## src/rtl/hccs_pkg.sv

```systemverilog
package hccs_pkg;

    localparam logic [7:0] OFS_CMD = 8'h20;
    localparam logic [7:0] OFS_STS = 8'h24;
    localparam logic [7:0] OFS_IEN = 8'h28;

    localparam int B_RUN   = 0;
    localparam int B_RST   = 1;
    localparam int B_FLS   = 2;
    localparam int B_PSE   = 4;
    localparam int B_ASE   = 5;
    localparam int B_DBELL = 6;
    localparam int B_AADV  = 5;
    localparam int B_HALT  = 12;

    localparam int LIST_W_MAX = 10;

    typedef enum logic [1:0] {
        FLS_1024 = 2'b00,
        FLS_512  = 2'b01,
        FLS_256  = 2'b10,
        FLS_RSVD = 2'b11
    } fls_e;

    typedef struct packed {
        logic run;
        logic pse;
        logic ase;
        fls_e fls;
        logic dbell;
    } cmd_t;

endpackage

```

## src/rtl/hccs_rst_timer.sv

```systemverilog
module hccs_rst_timer #(
    parameter int RST_CYCLES = 16
) (
    input  logic clk,
    input  logic rst_n,
    input  logic start_i,
    output logic active_o
);
    localparam int CNT_W = $clog2(RST_CYCLES + 1);

    typedef struct packed {
        logic             active;
        logic [CNT_W-1:0] cnt;
    } tmr_t;

    tmr_t tmr_d, tmr_q;

    always_comb begin
        tmr_d = tmr_q;
        if (tmr_q.active) begin
            if (tmr_q.cnt == '0) begin
                tmr_d.active = 1'b0;
            end else begin
                tmr_d.cnt = tmr_q.cnt - 1'b1;
            end
        end else if (start_i) begin
            tmr_d.active = 1'b1;
            tmr_d.cnt    = CNT_W'(RST_CYCLES - 1);
        end
    end

    always_ff @(posedge clk or negedge rst_n) begin
        if (!rst_n) begin
            tmr_q <= '0;
        end else begin
            tmr_q <= tmr_d;
        end
    end

    assign active_o = tmr_q.active;

    AST_RST_NO_EARLY_EXIT: assert property (@(posedge clk) disable iff (!rst_n)
        (tmr_q.active && tmr_q.cnt != '0) |=> tmr_q.active);

endmodule

```

## src/rtl/hccs_cmd_reg.sv

```systemverilog
module hccs_cmd_reg
    import hccs_pkg::*;
(
    input  logic       clk,
    input  logic       rst_n,
    input  logic       clr_i,
    input  logic       wr_i,
    input  logic [6:0] wr_data_i,
    input  logic       pflf_i,
    input  logic       evict_i,
    output cmd_t       cmd_o,
    output logic       aadv_set_o
);
    cmd_t cmd_d, cmd_q;
    logic aadv_set;
    fls_e fls_wr;
    logic unused_rst_bit;

    assign unused_rst_bit = wr_data_i[B_RST];
    assign fls_wr = fls_e'(wr_data_i[B_FLS +: 2]);

    always_comb begin
        cmd_d    = cmd_q;
        aadv_set = 1'b0;
        if (clr_i) begin
            cmd_d = '0;
        end else begin
            if (cmd_q.dbell && evict_i) begin
                cmd_d.dbell = 1'b0;
                aadv_set    = 1'b1;
            end
            if (wr_i) begin
                cmd_d.run = wr_data_i[B_RUN];
                cmd_d.pse = wr_data_i[B_PSE];
                cmd_d.ase = wr_data_i[B_ASE];
                if (pflf_i && fls_wr != FLS_RSVD) begin
                    cmd_d.fls = fls_wr;
                end
                if (wr_data_i[B_DBELL] && wr_data_i[B_ASE]) begin
                    cmd_d.dbell = 1'b1;
                end
            end
        end
    end

    always_ff @(posedge clk or negedge rst_n) begin
        if (!rst_n) begin
            cmd_q <= '0;
        end else begin
            cmd_q <= cmd_d;
        end
    end

    assign cmd_o      = cmd_q;
    assign aadv_set_o = aadv_set;

    AST_FLS_LOCKED: assert property (@(posedge clk) disable iff (!rst_n)
        (!pflf_i && !clr_i) |=> $stable(cmd_q.fls));

    AST_DB_HOLDS: assert property (@(posedge clk) disable iff (!rst_n)
        (cmd_q.dbell && !evict_i && !clr_i) |=> cmd_q.dbell);

endmodule

```

## src/rtl/hccs_sts_reg.sv

```systemverilog
module hccs_sts_reg (
    input  logic clk,
    input  logic rst_n,
    input  logic clr_i,
    input  logic run_i,
    input  logic idle_i,
    input  logic aadv_set_i,
    input  logic wr_sts_i,
    input  logic wr_ien_i,
    input  logic wr_bit_i,
    input  logic tick_i,
    output logic halted_o,
    output logic aadv_o,
    output logic aadv_en_o,
    output logic irq_o
);
    typedef struct packed {
        logic halted;
        logic aadv;
        logic aen;
        logic irq;
    } sts_t;

    sts_t sts_d, sts_q;

    always_comb begin
        sts_d = sts_q;
        if (clr_i) begin
            sts_d.halted = 1'b1;
            sts_d.aadv   = 1'b0;
            sts_d.aen    = 1'b0;
            sts_d.irq    = 1'b0;
        end else begin
            if (run_i) begin
                sts_d.halted = 1'b0;
            end else if (idle_i) begin
                sts_d.halted = 1'b1;
            end
            if (wr_sts_i && wr_bit_i) begin
                sts_d.aadv = 1'b0;
            end
            if (aadv_set_i) begin
                sts_d.aadv = 1'b1;
            end
            if (wr_ien_i) begin
                sts_d.aen = wr_bit_i;
            end
            sts_d.irq = sts_d.aadv && sts_d.aen && (sts_q.irq || tick_i);
        end
    end

    always_ff @(posedge clk or negedge rst_n) begin
        if (!rst_n) begin
            sts_q <= '{halted: 1'b1, aadv: 1'b0, aen: 1'b0, irq: 1'b0};
        end else begin
            sts_q <= sts_d;
        end
    end

    assign halted_o  = sts_q.halted;
    assign aadv_o    = sts_q.aadv;
    assign aadv_en_o = sts_q.aen;
    assign irq_o     = sts_q.irq;

    AST_HALT_AFTER_IDLE: assert property (@(posedge clk) disable iff (!rst_n)
        $rose(sts_q.halted) |-> ($past(idle_i) || $past(clr_i)));

    AST_IRQ_ON_TICK: assert property (@(posedge clk) disable iff (!rst_n)
        $rose(sts_q.irq) |-> $past(tick_i));

    AST_W1C_CLEARS: assert property (@(posedge clk) disable iff (!rst_n)
        (wr_sts_i && wr_bit_i && !aadv_set_i) |=> !sts_q.aadv);

    AST_SET_WINS: assert property (@(posedge clk) disable iff (!rst_n)
        (aadv_set_i && !clr_i) |=> sts_q.aadv);

endmodule

```

## src/rtl/hccs_list_idx.sv

```systemverilog
module hccs_list_idx
    import hccs_pkg::*;
#(
    parameter int FIDX_W = 14,
    parameter int LIST_W = LIST_W_MAX
) (
    input  logic [FIDX_W-1:0] frame_i,
    input  fls_e              fls_i,
    output logic [LIST_W-1:0] idx_o
);
    logic [FIDX_W-1:0] unused_frame;

    assign unused_frame = frame_i;

    for (genvar i = 0; i < LIST_W; i++) begin : g_bit
        assign idx_o[i] = frame_i[i] & (i < (LIST_W - int'(fls_i)));
    end

endmodule

```

## src/rtl/usb_hc_cmdsts.sv

```systemverilog
module usb_hc_cmdsts
    import hccs_pkg::*;
#(
    parameter int ADDR_W     = 8,
    parameter int DATA_W     = 32,
    parameter int FIDX_W     = 14,
    parameter int RST_CYCLES = 16
) (
    input  logic                  clk,
    input  logic                  rst_n,
    input  logic                  wr_en_i,
    input  logic [ADDR_W-1:0]     addr_i,
    input  logic [DATA_W-1:0]     wdata_i,
    output logic [DATA_W-1:0]     rdata_o,
    input  logic                  pflf_cap_i,
    input  logic                  pipe_idle_i,
    input  logic                  evict_done_i,
    input  logic                  thresh_tick_i,
    input  logic [FIDX_W-1:0]     frame_idx_i,
    output logic                  run_o,
    output logic                  pse_o,
    output logic                  ase_o,
    output logic [1:0]            fls_o,
    output logic                  doorbell_o,
    output logic                  soft_rst_o,
    output logic [LIST_W_MAX-1:0] list_idx_o,
    output logic                  irq_o
);
    localparam logic [ADDR_W-1:0] A_CMD = ADDR_W'(OFS_CMD);
    localparam logic [ADDR_W-1:0] A_STS = ADDR_W'(OFS_STS);
    localparam logic [ADDR_W-1:0] A_IEN = ADDR_W'(OFS_IEN);

    logic wr_cmd, wr_sts, wr_ien, rst_start, clr_all;
    logic rst_active, aadv_set, halted, aadv, aadv_en;
    cmd_t cmd;
    logic [DATA_W-1:0] unused_wdata;

    assign unused_wdata = wdata_i;

    assign wr_cmd    = wr_en_i && (addr_i == A_CMD) && !rst_active;
    assign wr_sts    = wr_en_i && (addr_i == A_STS) && !rst_active;
    assign wr_ien    = wr_en_i && (addr_i == A_IEN) && !rst_active;
    assign rst_start = wr_cmd && wdata_i[B_RST];
    assign clr_all   = rst_start || rst_active;

    hccs_rst_timer #(.RST_CYCLES(RST_CYCLES)) u_timer (
        .clk      (clk),
        .rst_n    (rst_n),
        .start_i  (rst_start),
        .active_o (rst_active)
    );

    hccs_cmd_reg u_cmd (
        .clk        (clk),
        .rst_n      (rst_n),
        .clr_i      (clr_all),
        .wr_i       (wr_cmd),
        .wr_data_i  (wdata_i[6:0]),
        .pflf_i     (pflf_cap_i),
        .evict_i    (evict_done_i),
        .cmd_o      (cmd),
        .aadv_set_o (aadv_set)
    );

    hccs_sts_reg u_sts (
        .clk        (clk),
        .rst_n      (rst_n),
        .clr_i      (clr_all),
        .run_i      (cmd.run),
        .idle_i     (pipe_idle_i),
        .aadv_set_i (aadv_set),
        .wr_sts_i   (wr_sts),
        .wr_ien_i   (wr_ien),
        .wr_bit_i   (wdata_i[B_AADV]),
        .tick_i     (thresh_tick_i),
        .halted_o   (halted),
        .aadv_o     (aadv),
        .aadv_en_o  (aadv_en),
        .irq_o      (irq_o)
    );

    hccs_list_idx #(.FIDX_W(FIDX_W), .LIST_W(LIST_W_MAX)) u_idx (
        .frame_i (frame_idx_i),
        .fls_i   (cmd.fls),
        .idx_o   (list_idx_o)
    );

    always_comb begin
        rdata_o = '0;
        if (addr_i == A_CMD) begin
            rdata_o[B_RUN]       = cmd.run;
            rdata_o[B_RST]       = rst_active;
            rdata_o[B_FLS +: 2]  = cmd.fls;
            rdata_o[B_PSE]       = cmd.pse;
            rdata_o[B_ASE]       = cmd.ase;
            rdata_o[B_DBELL]     = cmd.dbell;
        end else if (addr_i == A_STS) begin
            rdata_o[B_AADV]      = aadv;
            rdata_o[B_HALT]      = halted;
        end else if (addr_i == A_IEN) begin
            rdata_o[B_AADV]      = aadv_en;
        end
    end

    assign run_o      = cmd.run;
    assign pse_o      = cmd.pse;
    assign ase_o      = cmd.ase;
    assign fls_o      = cmd.fls;
    assign doorbell_o = cmd.dbell;
    assign soft_rst_o = rst_active;

    AST_DB_ACK_SETS_STS: assert property (@(posedge clk) disable iff (!rst_n)
        ($fell(doorbell_o) && !soft_rst_o) |-> aadv);

    AST_RST_HOLDS_DEFAULTS: assert property (@(posedge clk) disable iff (!rst_n)
        soft_rst_o |=> (!run_o && !pse_o && !ase_o && !doorbell_o && fls_o == 2'b00));

endmodule

```

## config.mk

```make
export PLATFORM = sky130hd
export DESIGN_NAME = usb_hc_cmdsts
export DESIGN_NICKNAME = d
export VERILOG_FILES = /design/src/rtl/hccs_pkg.sv /design/src/rtl/hccs_rst_timer.sv /design/src/rtl/hccs_cmd_reg.sv /design/src/rtl/hccs_sts_reg.sv /design/src/rtl/hccs_list_idx.sv /design/src/rtl/usb_hc_cmdsts.sv
export SDC_FILE = /design/constraint.sdc
export NUM_CORES = 1
export LEC_CHECK = 0
export ABC_AREA = 1
export BUFFER_PORTS_ARGS = -buffer_cell sky130_fd_sc_hd__buf_2
export CAP_MARGIN = 40
export CELL_PAD_IN_SITES_DETAIL_PLACEMENT = 1
export CELL_PAD_IN_SITES_GLOBAL_PLACEMENT = 2
export CORE_ASPECT_RATIO = 1.5
export CORE_MARGIN = 4
export CORE_UTILIZATION = 18
export DETAILED_ROUTE_END_ITERATION = 8
export PLACE_DENSITY_LB_ADDON = 0.15
export SYNTH_ARGS = -nofsm -noshare
export SYNTH_HDL_FRONTEND = slang
export SYNTH_SLANG_ARGS = --single-unit
```

## constraint.sdc

```tcl
create_clock -name clk -period 1.47 [get_ports clk]
set_input_delay 0.0735 -clock clk [delete_from_list [all_inputs] [get_ports clk]]
set_output_delay 0.0735 -clock clk [all_outputs]
set_load 0.005 [all_outputs]
```

==> results of run 1 <==
==> power groups by stage <==
stage / clock network (mW) / registers [mW] / logic [mW]
after floorplan: 0 / 0.463 / 0.124
after global placement: 0 / 0.464 / 0.169
after detailed placement: 0 / 0.464 / 0.171
after CTS: 0.383 / 0.456 / 0.177
after global routing: 0.393 / 0.458 / 0.208
final: 0.353 / 0.456 / 0.178
==> cell usage after synthesis, types with 2 or more instances <==
cell | count | area share (%)
sky130_fd_sc_hd__nor3_1 | 3 | 1.2
sky130_fd_sc_hd__inv_1 | 32 | 9.3
sky130_fd_sc_hd__nor2_2 | 3 | 1.4
sky130_fd_sc_hd__nand2_1 | 33 | 9.6
sky130_fd_sc_hd__o21ai_0 | 5 | 1.9
sky130_fd_sc_hd__o21a_1 | 2 | 1.2
sky130_fd_sc_hd__nand4_1 | 2 | 0.97
sky130_fd_sc_hd__nor2_4 | 2 | 1.7
sky130_fd_sc_hd__buf_4 | 25 | 14
sky130_fd_sc_hd__o2111ai_1 | 2 | 1.4
sky130_fd_sc_hd__ha_1 | 6 | 5.8
sky130_fd_sc_hd__nand3_1 | 12 | 4.6
sky130_fd_sc_hd__nor2_1 | 23 | 6.7
sky130_fd_sc_hd__a31oi_1 | 2 | 0.97
sky130_fd_sc_hd__dfrtp_1 | 15 | 29
==> state kept, by name, summed over array words and instances (netlist names) <==
| register | cells |
|---|---|
| u_timer.tmr_q | 5 |
| u_sts.aadv_o | 1 |
| u_timer.active_o | 1 |
| u_sts.irq_o | 1 |
| u_sts.halted_o | 1 |
| u_cmd.cmd_o | 6 |
| u_sts.aadv_en_o | 1 |
==> timing repair <==
action / in CTS / in global routing
hold buffers: 1 / 0
resized for setup: 7 / 7
pin swaps: 0 / 3
endpoints found under the hold margin: 15 / 0
endpoints found under the setup margin: 8 / 9
setup buffers: 2 / 0
==> worst max-delay path, stage by stage (launching register included) <==
cell	delay, ns
sky130_fd_sc_hd__dfrtp_1	0.40
sky130_fd_sc_hd__inv_2	0.07
sky130_fd_sc_hd__ha_4	0.27
sky130_fd_sc_hd__nand2_4	0.06
sky130_fd_sc_hd__o21a_1	0.18
sky130_fd_sc_hd__buf_2	0.12
==> metal layers <==
| metal | GRT usage (%) | vias to the layer above |
|---|---|---|
| li1 | - | 651 |
| met1 | 10.6 | 559 |
| met2 | 16.0 | 61 |
| met3 | 1.78 | 5 |
| met4 | 4.63 | 0 |
| met5 | 0 | - |
==> layout make-up <==
cell class | count | share of cell area (%)
repair buffers | 68 | 21.3
inverters | 34 | 7.39
clock buffers | 4 | 2.56
well taps | 78 | 5.54
multi-input cells | 129 | 40.4
flip-flops and latches | 16 | 22.8
==> path summary, 6_finish.rpt <==
path,to,slack [ns],depth (start not counted)
worst max-delay path,list_idx_o[0],0.04,5
min in group asynchronous,u_timer.tmr_q[4],0.30,2
worst min register to register,u_timer.tmr_q[4],0.49,2
worst min-delay path,u_cmd.cmd_o[4],0.06,3
max in group asynchronous,u_sts.halted_o,0.85,2
worst max register to register,u_timer.tmr_q[2],0.13,9
==> cells by family (layout without fill, tap and decap cells) <==
group           Yosys count  in the layout  synth area share [%]
other cells               1             24                 0.290
simple gates             84             84                  30.1
compound gates           15             15                  8.21
buf+inv                  59            106                  24.5
fa+ha+maj                 6              6                  5.80
flops                    16             16                  31.0
==> metrics.log, run 1 <==
INFO  metric synth-main-ff-cell = sky130_fd_sc_hd__dfrtp_1
INFO  metric avg_inst_size_synth = slightly above 7 µm²
INFO  metric seq_area = 402 µm²
INFO  metric fill_cells = 893
INFO  metric design.final.nets = around 320
INFO  metric period_minus_slack = between 1 and 1.5 ns
INFO  metric route.detailed.drc = 0
INFO  metric vdd_drop_max = roughly 0.18 mV
INFO  metric detailed_place.area = roughly 0.0016 mm²
INFO  metric final_common_cell = sky130_fd_sc_hd__buf_2
INFO  metric sequentialPowerShare = between 40 and 50%
INFO  metric synth_cell_type_count = 29
INFO  metric finalSetupTns = 0 ns
INFO  metric routed_wire_length = between 3 and 4 mm
INFO  metric synth-seq-cells = 16
INFO  metric synth_enable_flop_cells = 0
INFO  metric critical_path_arrival = about 1.4 ns
INFO  metric setup_viol = 0
INFO  metric power.density = around 560 mW/mm²
INFO  metric start_util = about a fifth
INFO  metric cts_inserted_buffers = 3
INFO  metric period_share = a little over nine tenths
INFO  metric routedWlPerCell = about 12 µm
INFO  metric holdCritPathClass = in2reg
INFO  metric p_switching = between 0.2 and 0.3 mW
INFO  metric yosys_warnings = 0
INFO  metric post-route-util = about a quarter
INFO  metric number_of_nets_still_failing_antenna_checks_after_routing = 0
INFO  metric die_y = between 100 and 150 µm
INFO  metric row_count = 37
INFO  metric clock_insertion_delay_worst_skew = about 0.25 ns
INFO  metric groute.usage.overall = a little under a tenth
INFO  metric placement.io_buffers = between 50 and 60
INFO  metric grt_max_degree = 17
INFO  metric area.growth.synth_to_final = 36.0%
INFO  metric cts_h_tree_lvls = 1
INFO  metric clock-root-buffer = sky130_fd_sc_hd__clkbuf_8
INFO  metric fraction_of_registers_with_async_set_or_reset_after_synthesis = 100%
INFO  metric power_leakage = a little over 1 nW
INFO  metric die_area = 0.00864 mm²
INFO  metric p_int = a little over 0.7 mW
INFO  metric gr-total-overflow = 0
INFO  metric first_pass_iters = 2
INFO  metric post-place-cells = around 320
INFO  metric antennaDiodeCount = 0
INFO  metric vias = 1276
INFO  metric tritoncts = yes
INFO  metric tritoncts_num_sinks = 16
INFO  metric grt_antenna_before_repair = 0
INFO  metric num_io_pins = between 100 and 150
INFO  metric synth.cell_area = approximately 0.0013 mm²
INFO  metric core_area = 0.00694 mm²
INFO  metric fmax = roughly 700 MHz
INFO  metric worstSetupPathType = reg2out
INFO  metric outcome = complete, no violations
INFO  metric cp_max_fo = 5
INFO  metric dp_hpwl = 3.27 mm
INFO  metric post_drt_via_cell_ratio = approximately 3.9
INFO  metric final-instance-count-excl-fill = 329
INFO  metric final_instance_area = 0.00176 mm²
INFO  metric met2_wirelength = roughly 1.9 mm
INFO  metric finalHoldViolations = 0
INFO  metric startpoint = u_cmd.cmd_o[2]
INFO  metric m1WireLength = around 1.6 mm
INFO  metric post-route-worst-setup-slack = 0.0422 ns
INFO  metric hold_ws = roughly 0.058 ns
INFO  metric worst_setup_path_start_kind = flop
INFO  metric first_pass_grt_wire_length = around 6.4 mm
INFO  metric switching_share = 27.0%
INFO  metric multi_input_area = 712 µm²
INFO  metric critPathCaptureType = output port
INFO  metric drt_first_iter_violations = 18
INFO  metric synth_cells = between 150 and 200
INFO  metric power.clock.fraction = approximately 36%
INFO  metric highest_layer = met4
INFO  metric gp_routability_congestion = ~0.68
INFO  metric slew_violations = 0
INFO  metric floorplan.die.width = 77.3 µm
INFO  metric share_comb_of_total_power = between 10% and 20%
INFO  metric worstPathRequired = roughly 1.4 ns
INFO  metric vias_in_the_first_global_route = 1388
INFO  metric finClkSkew = approximately 0.0051 ns
INFO  metric power.total = a little under 1 mW
INFO  metric commonest_cells_after_routing_fill_and_taps_aside = sky130_fd_sc_hd__buf_2 (55), sky130_fd_sc_hd__nand2_1 (32), sky130_fd_sc_hd__inv_1 (29), sky130_fd_sc_hd__conb_1 (24), sky130_fd_sc_hd__nor2_1 (23)
INFO  metric max_cap_viol_count = 0
INFO  metric wl_met3 = between 200 and 300 µm
INFO  metric hp-start = wdata_i[4]
INFO  metric clk_pin_slew = 0.07 ns
INFO  metric rsz0062_at_grt = true
INFO  metric r2r_start = u_timer.tmr_q[0]
INFO  metric max-clock-path-buffers = 2
INFO  metric ys_seq_area_share = 31.0%
INFO  metric dp_worst_setup_slack = -0.00254 ns
INFO  metric drive_gt1_share = a little over a third
Power figures use the tool's default switching activity.
==> run 2, diff against run 1 <==
--- a/config.mk
+++ b/config.mk
@@ -7,11 +7,9 @@
 export LEC_CHECK = 0
 export ABC_AREA = 1
 export BUFFER_PORTS_ARGS = -buffer_cell sky130_fd_sc_hd__buf_2
-export CAP_MARGIN = 40
 export CELL_PAD_IN_SITES_DETAIL_PLACEMENT = 1
 export CELL_PAD_IN_SITES_GLOBAL_PLACEMENT = 2
 export CORE_ASPECT_RATIO = 1.5
-export CORE_MARGIN = 4
 export CORE_UTILIZATION = 18
 export DETAILED_ROUTE_END_ITERATION = 8
 export PLACE_DENSITY_LB_ADDON = 0.15
==> run 2 against run 1 <==
Compared with the run above: the run now ends with design-rule violations left; sequential cell count did not move; clock power rose by 17%; global-route usage is 1.2 points higher; worst hold slack better by 0.013 ns; via count is 1.4% higher; cell area increased by 3.7%; core utilization increased by 1.1 points; non-clock buffer count is 2 higher; fmax decreased by 2.5%; first-iteration DRC count grew 28%; combinational power up 3%; critical path type unchanged.
==> metrics.log, run 2 (synthesis results as in run 1) <==
INFO  metric outcome = finished with violations
INFO  metric failed_checks = design-rule violations
INFO  metric dp_worst_setup_slack = -0.0324 ns (-0.0299 ns)
INFO  metric post-route-worst-setup-slack = 0.00514 ns (-0.0371 ns)
INFO  metric period_minus_slack = 1.46 ns (+0.0371 ns)
INFO  metric seq_area = 402 µm² (unchanged)
INFO  metric path_delay_family = flip-flops
INFO  metric max-clock-path-buffers = 2 (unchanged)
INFO  metric setup_viol = 0 (unchanged)
INFO  metric cts_h_tree_lvls = 1 (unchanged)
INFO  metric switching_share = 26.8% (-0.16 points)
INFO  metric design.final.nets = 321 (+0.63%)
INFO  metric multi_input_area = 738 µm² (+3.7%)
INFO  metric post-route-util = 26.5% (+1.1 points)
INFO  metric finalHoldViolations = 0 (unchanged)
INFO  metric grt_antenna_before_repair = 0 (unchanged)
INFO  metric critical_path_arrival = 1.39 ns (+0.04 ns)
INFO  metric vias_in_the_first_global_route = 1285 (-7.4%)
INFO  metric power.density = 577 mW/mm² (+2.9%)
INFO  metric worst_path_largest_cell_delay = 0.42 ns (+0.02 ns)
INFO  metric power.clock.fraction = 39.2% (+3.4 points)
INFO  metric routed_wire_length = 3.77 mm (-2.4%)
INFO  metric routedWlPerCell = 11.4 µm (-3.0%)
INFO  metric fill_cells = 897 (+0.45%)
INFO  metric critical_path.n_buffers_inverters = 2 (unchanged)
INFO  metric worstSetupPathType = reg2out
INFO  metric holdCritPathClass = in2reg
INFO  metric die_y = 106 µm (-5.4%)
INFO  metric largest_reg_flops = 6 (unchanged)
INFO  metric sequentialPowerShare = 43.3% (-2.9 points)
INFO  metric area.growth.synth_to_final = 41.1%
INFO  metric power_leakage = 1.07 nW (+2.6%)
INFO  metric drt_first_iter_violations = 23 (+5)
INFO  metric num_io_pins = 111 (unchanged)
INFO  metric period_share = 99.7% (+2.5 points)
INFO  metric busiest_layer = met2
INFO  metric rsz0062_at_grt = true
INFO  metric max_cap_viol_count = 0 (unchanged)
INFO  metric worstPathRequired = 1.40 ns (about the same)
INFO  metric antennaDiodeCount = 0 (unchanged)
INFO  metric placement.io_buffers = 55 (unchanged)
INFO  metric clock_insertion_delay_worst_skew = 0.25 ns (about the same)
INFO  metric detailed_place.area = 0.00164 mm² (unchanged)
INFO  metric cts_inserted_buffers = 3 (unchanged)
INFO  metric hold_ws = 0.0711 ns (+0.0128 ns)
INFO  metric critPathCaptureType = output port
INFO  metric post_drt_via_cell_ratio = 3.91 (+0.80%)
INFO  metric path_cells = inv_2 > ha_4 > nand2_4 > o21a_1 > buf_2
INFO  metric floorplan.die.width = 71.3 µm (-7.8%)
INFO  metric share_comb_of_total_power = 17.5% (-0.5 points)
INFO  metric worst_setup_path_start_kind = flop
INFO  metric p_switching = 0.282 mW (+6.0%)
INFO  metric gr-total-overflow = 0 (unchanged)
INFO  metric grt.met2_usage = 19.1% (+3.1 points)
INFO  metric worst_path_max_delay_cell = sky130_fd_sc_hd__dfrtp_1
INFO  metric clock-root-buffer = sky130_fd_sc_hd__clkbuf_8
INFO  metric gp_routability_congestion = 0.706 (+3.8%)
INFO  metric tritoncts = yes
INFO  metric final_instance_area = 0.00183 mm² (+3.7%)
INFO  metric route.detailed.drc = 10 (+10)
INFO  metric vdd_drop_max = 0.213 mV (+18%)
INFO  metric slew_violations = 0 (unchanged)
INFO  metric dp_hpwl = 3.07 mm (-6.0%)
INFO  metric die_area = 0.00754 mm² (-13%)
INFO  metric grtUsageMet1 = 11.8% (+1.2 points)
INFO  metric start_util = 18.8% (+0.13 points)
INFO  metric commonest_cells_after_routing_fill_and_taps_aside = sky130_fd_sc_hd__buf_2 (55), sky130_fd_sc_hd__nand2_1 (29), sky130_fd_sc_hd__inv_1 (27), sky130_fd_sc_hd__conb_1 (24), sky130_fd_sc_hd__nor2_1 (23)
INFO  metric number_of_nets_still_failing_antenna_checks_after_routing = 0 (unchanged)
INFO  metric first_pass_iters = 8 (+6)
INFO  metric tritoncts_num_sinks = 16 (unchanged)
INFO  metric clk_pin_slew = 0.07 ns (about the same)
INFO  metric drive_gt1_share = 39.9% (+3.3 points)
INFO  metric first_pass_grt_wire_length = 6.07 mm (-5.0%)
INFO  metric grt_max_degree = 17 (unchanged)
INFO  metric fmax = 683 MHz (-2.5%)
INFO  metric core_area = 0.00690 mm² (-0.67%)
INFO  metric row_count = 37 (unchanged)
INFO  metric groute.usage.overall = 10.4% (+1.2 points)
INFO  metric global_route.usage.met3 = 1.24% (-0.54 points)
INFO  metric p_int = 0.771 mW (+6.9%)
INFO  metric final_common_cell = sky130_fd_sc_hd__buf_2
INFO  metric cp_max_fo = 5 (unchanged)
INFO  metric finClkSkew = 0.00140 ns (-0.00371 ns)
INFO  metric vias = 1294 (+1.4%)
[run 2: cell count changes in the layout (fill, tap and decap cells not counted), sizes merged]
| cell | before | now |
|---|---|---|
| buf | 67 | 69 |
[run 2: worst reg2reg max path: cells and delay by family, from the launching register on]
kind	cells	cell delay [ns]
buffers and inverters	3	0.24
AOI/OAI and AO/OA	1	0.05
DFF	1	0.39
adders and majority gates	1	0.13
and+or+nand+nor	4	0.50
[run 2: layer usage]
metal	up-vias	routed length, µm
met5	-	0
li1	651	-
met4	0	49
met3	2	251
met2	56	1990
met1	585	1480
[run 2: final timing paths]
| check | startpoint | endpoint | slack, ns | cells past startpoint |
|---|---|---|---|---|
| worst min register to register | u_timer.tmr_q[4] | u_timer.tmr_q[4] | 0.50 | 2 |
| max in group asynchronous | rst_n | u_sts.halted_o | 0.86 | 2 |
| worst max-delay path | u_cmd.cmd_o[2] | list_idx_o[4] | 0.005 | 5 |
| worst min-delay path | wdata_i[4] | u_cmd.cmd_o[4] | 0.07 | 3 |
| worst max register to register | u_timer.tmr_q[0] | u_timer.tmr_q[2] | 0.11 | 9 |
| min in group asynchronous | rst_n | u_sts.aadv_en_o | 0.28 | 2 |
[run 2: per-stage QoR]
stage / std cells / setup TNS (ns) / power (mW)
after CTS: 330 / -0.0284 / 1.06
after floorplan: 204 / 0 / 0.587
after global placement: 322 / 0 / 0.633
after global routing: 331 / -0.251 / 1.12
final: 331 / 0 / 1.05
after detailed placement: 322 / -0.0324 / 0.635
[run 2: final cells by class]
cell class              instances  share of cell area [%]
clock buffers                   4                    3.01
inverters                      34                    7.26
multi-input cells             129                    40.4
flip-flops and latches         16                    22.0
well taps                      78                    5.34
repair buffers                 70                    22.0
[run 2: power by group through the flow]
stage	Sequential, mW	Clock (mW)	Combinational [mW]
detailed placement	0.464	0	0.171
global route	0.457	0.449	0.210
floorplan	0.463	0	0.124
finish	0.456	0.413	0.184
CTS	0.455	0.426	0.177
global placement	0.464	0	0.169
[run 2: timing repair]
| item | 4_1_cts | 5_1_grt |
|---|---|---|
| setup endpoints to repair | 8 | 10 |
| gates resized for setup | 9 | 16 |
| setup buffers | 3 | 1 |
| hold endpoints to repair | 15 | 0 |
| hold buffers | 1 | 0 |
| pin swaps | 2 | 7 |
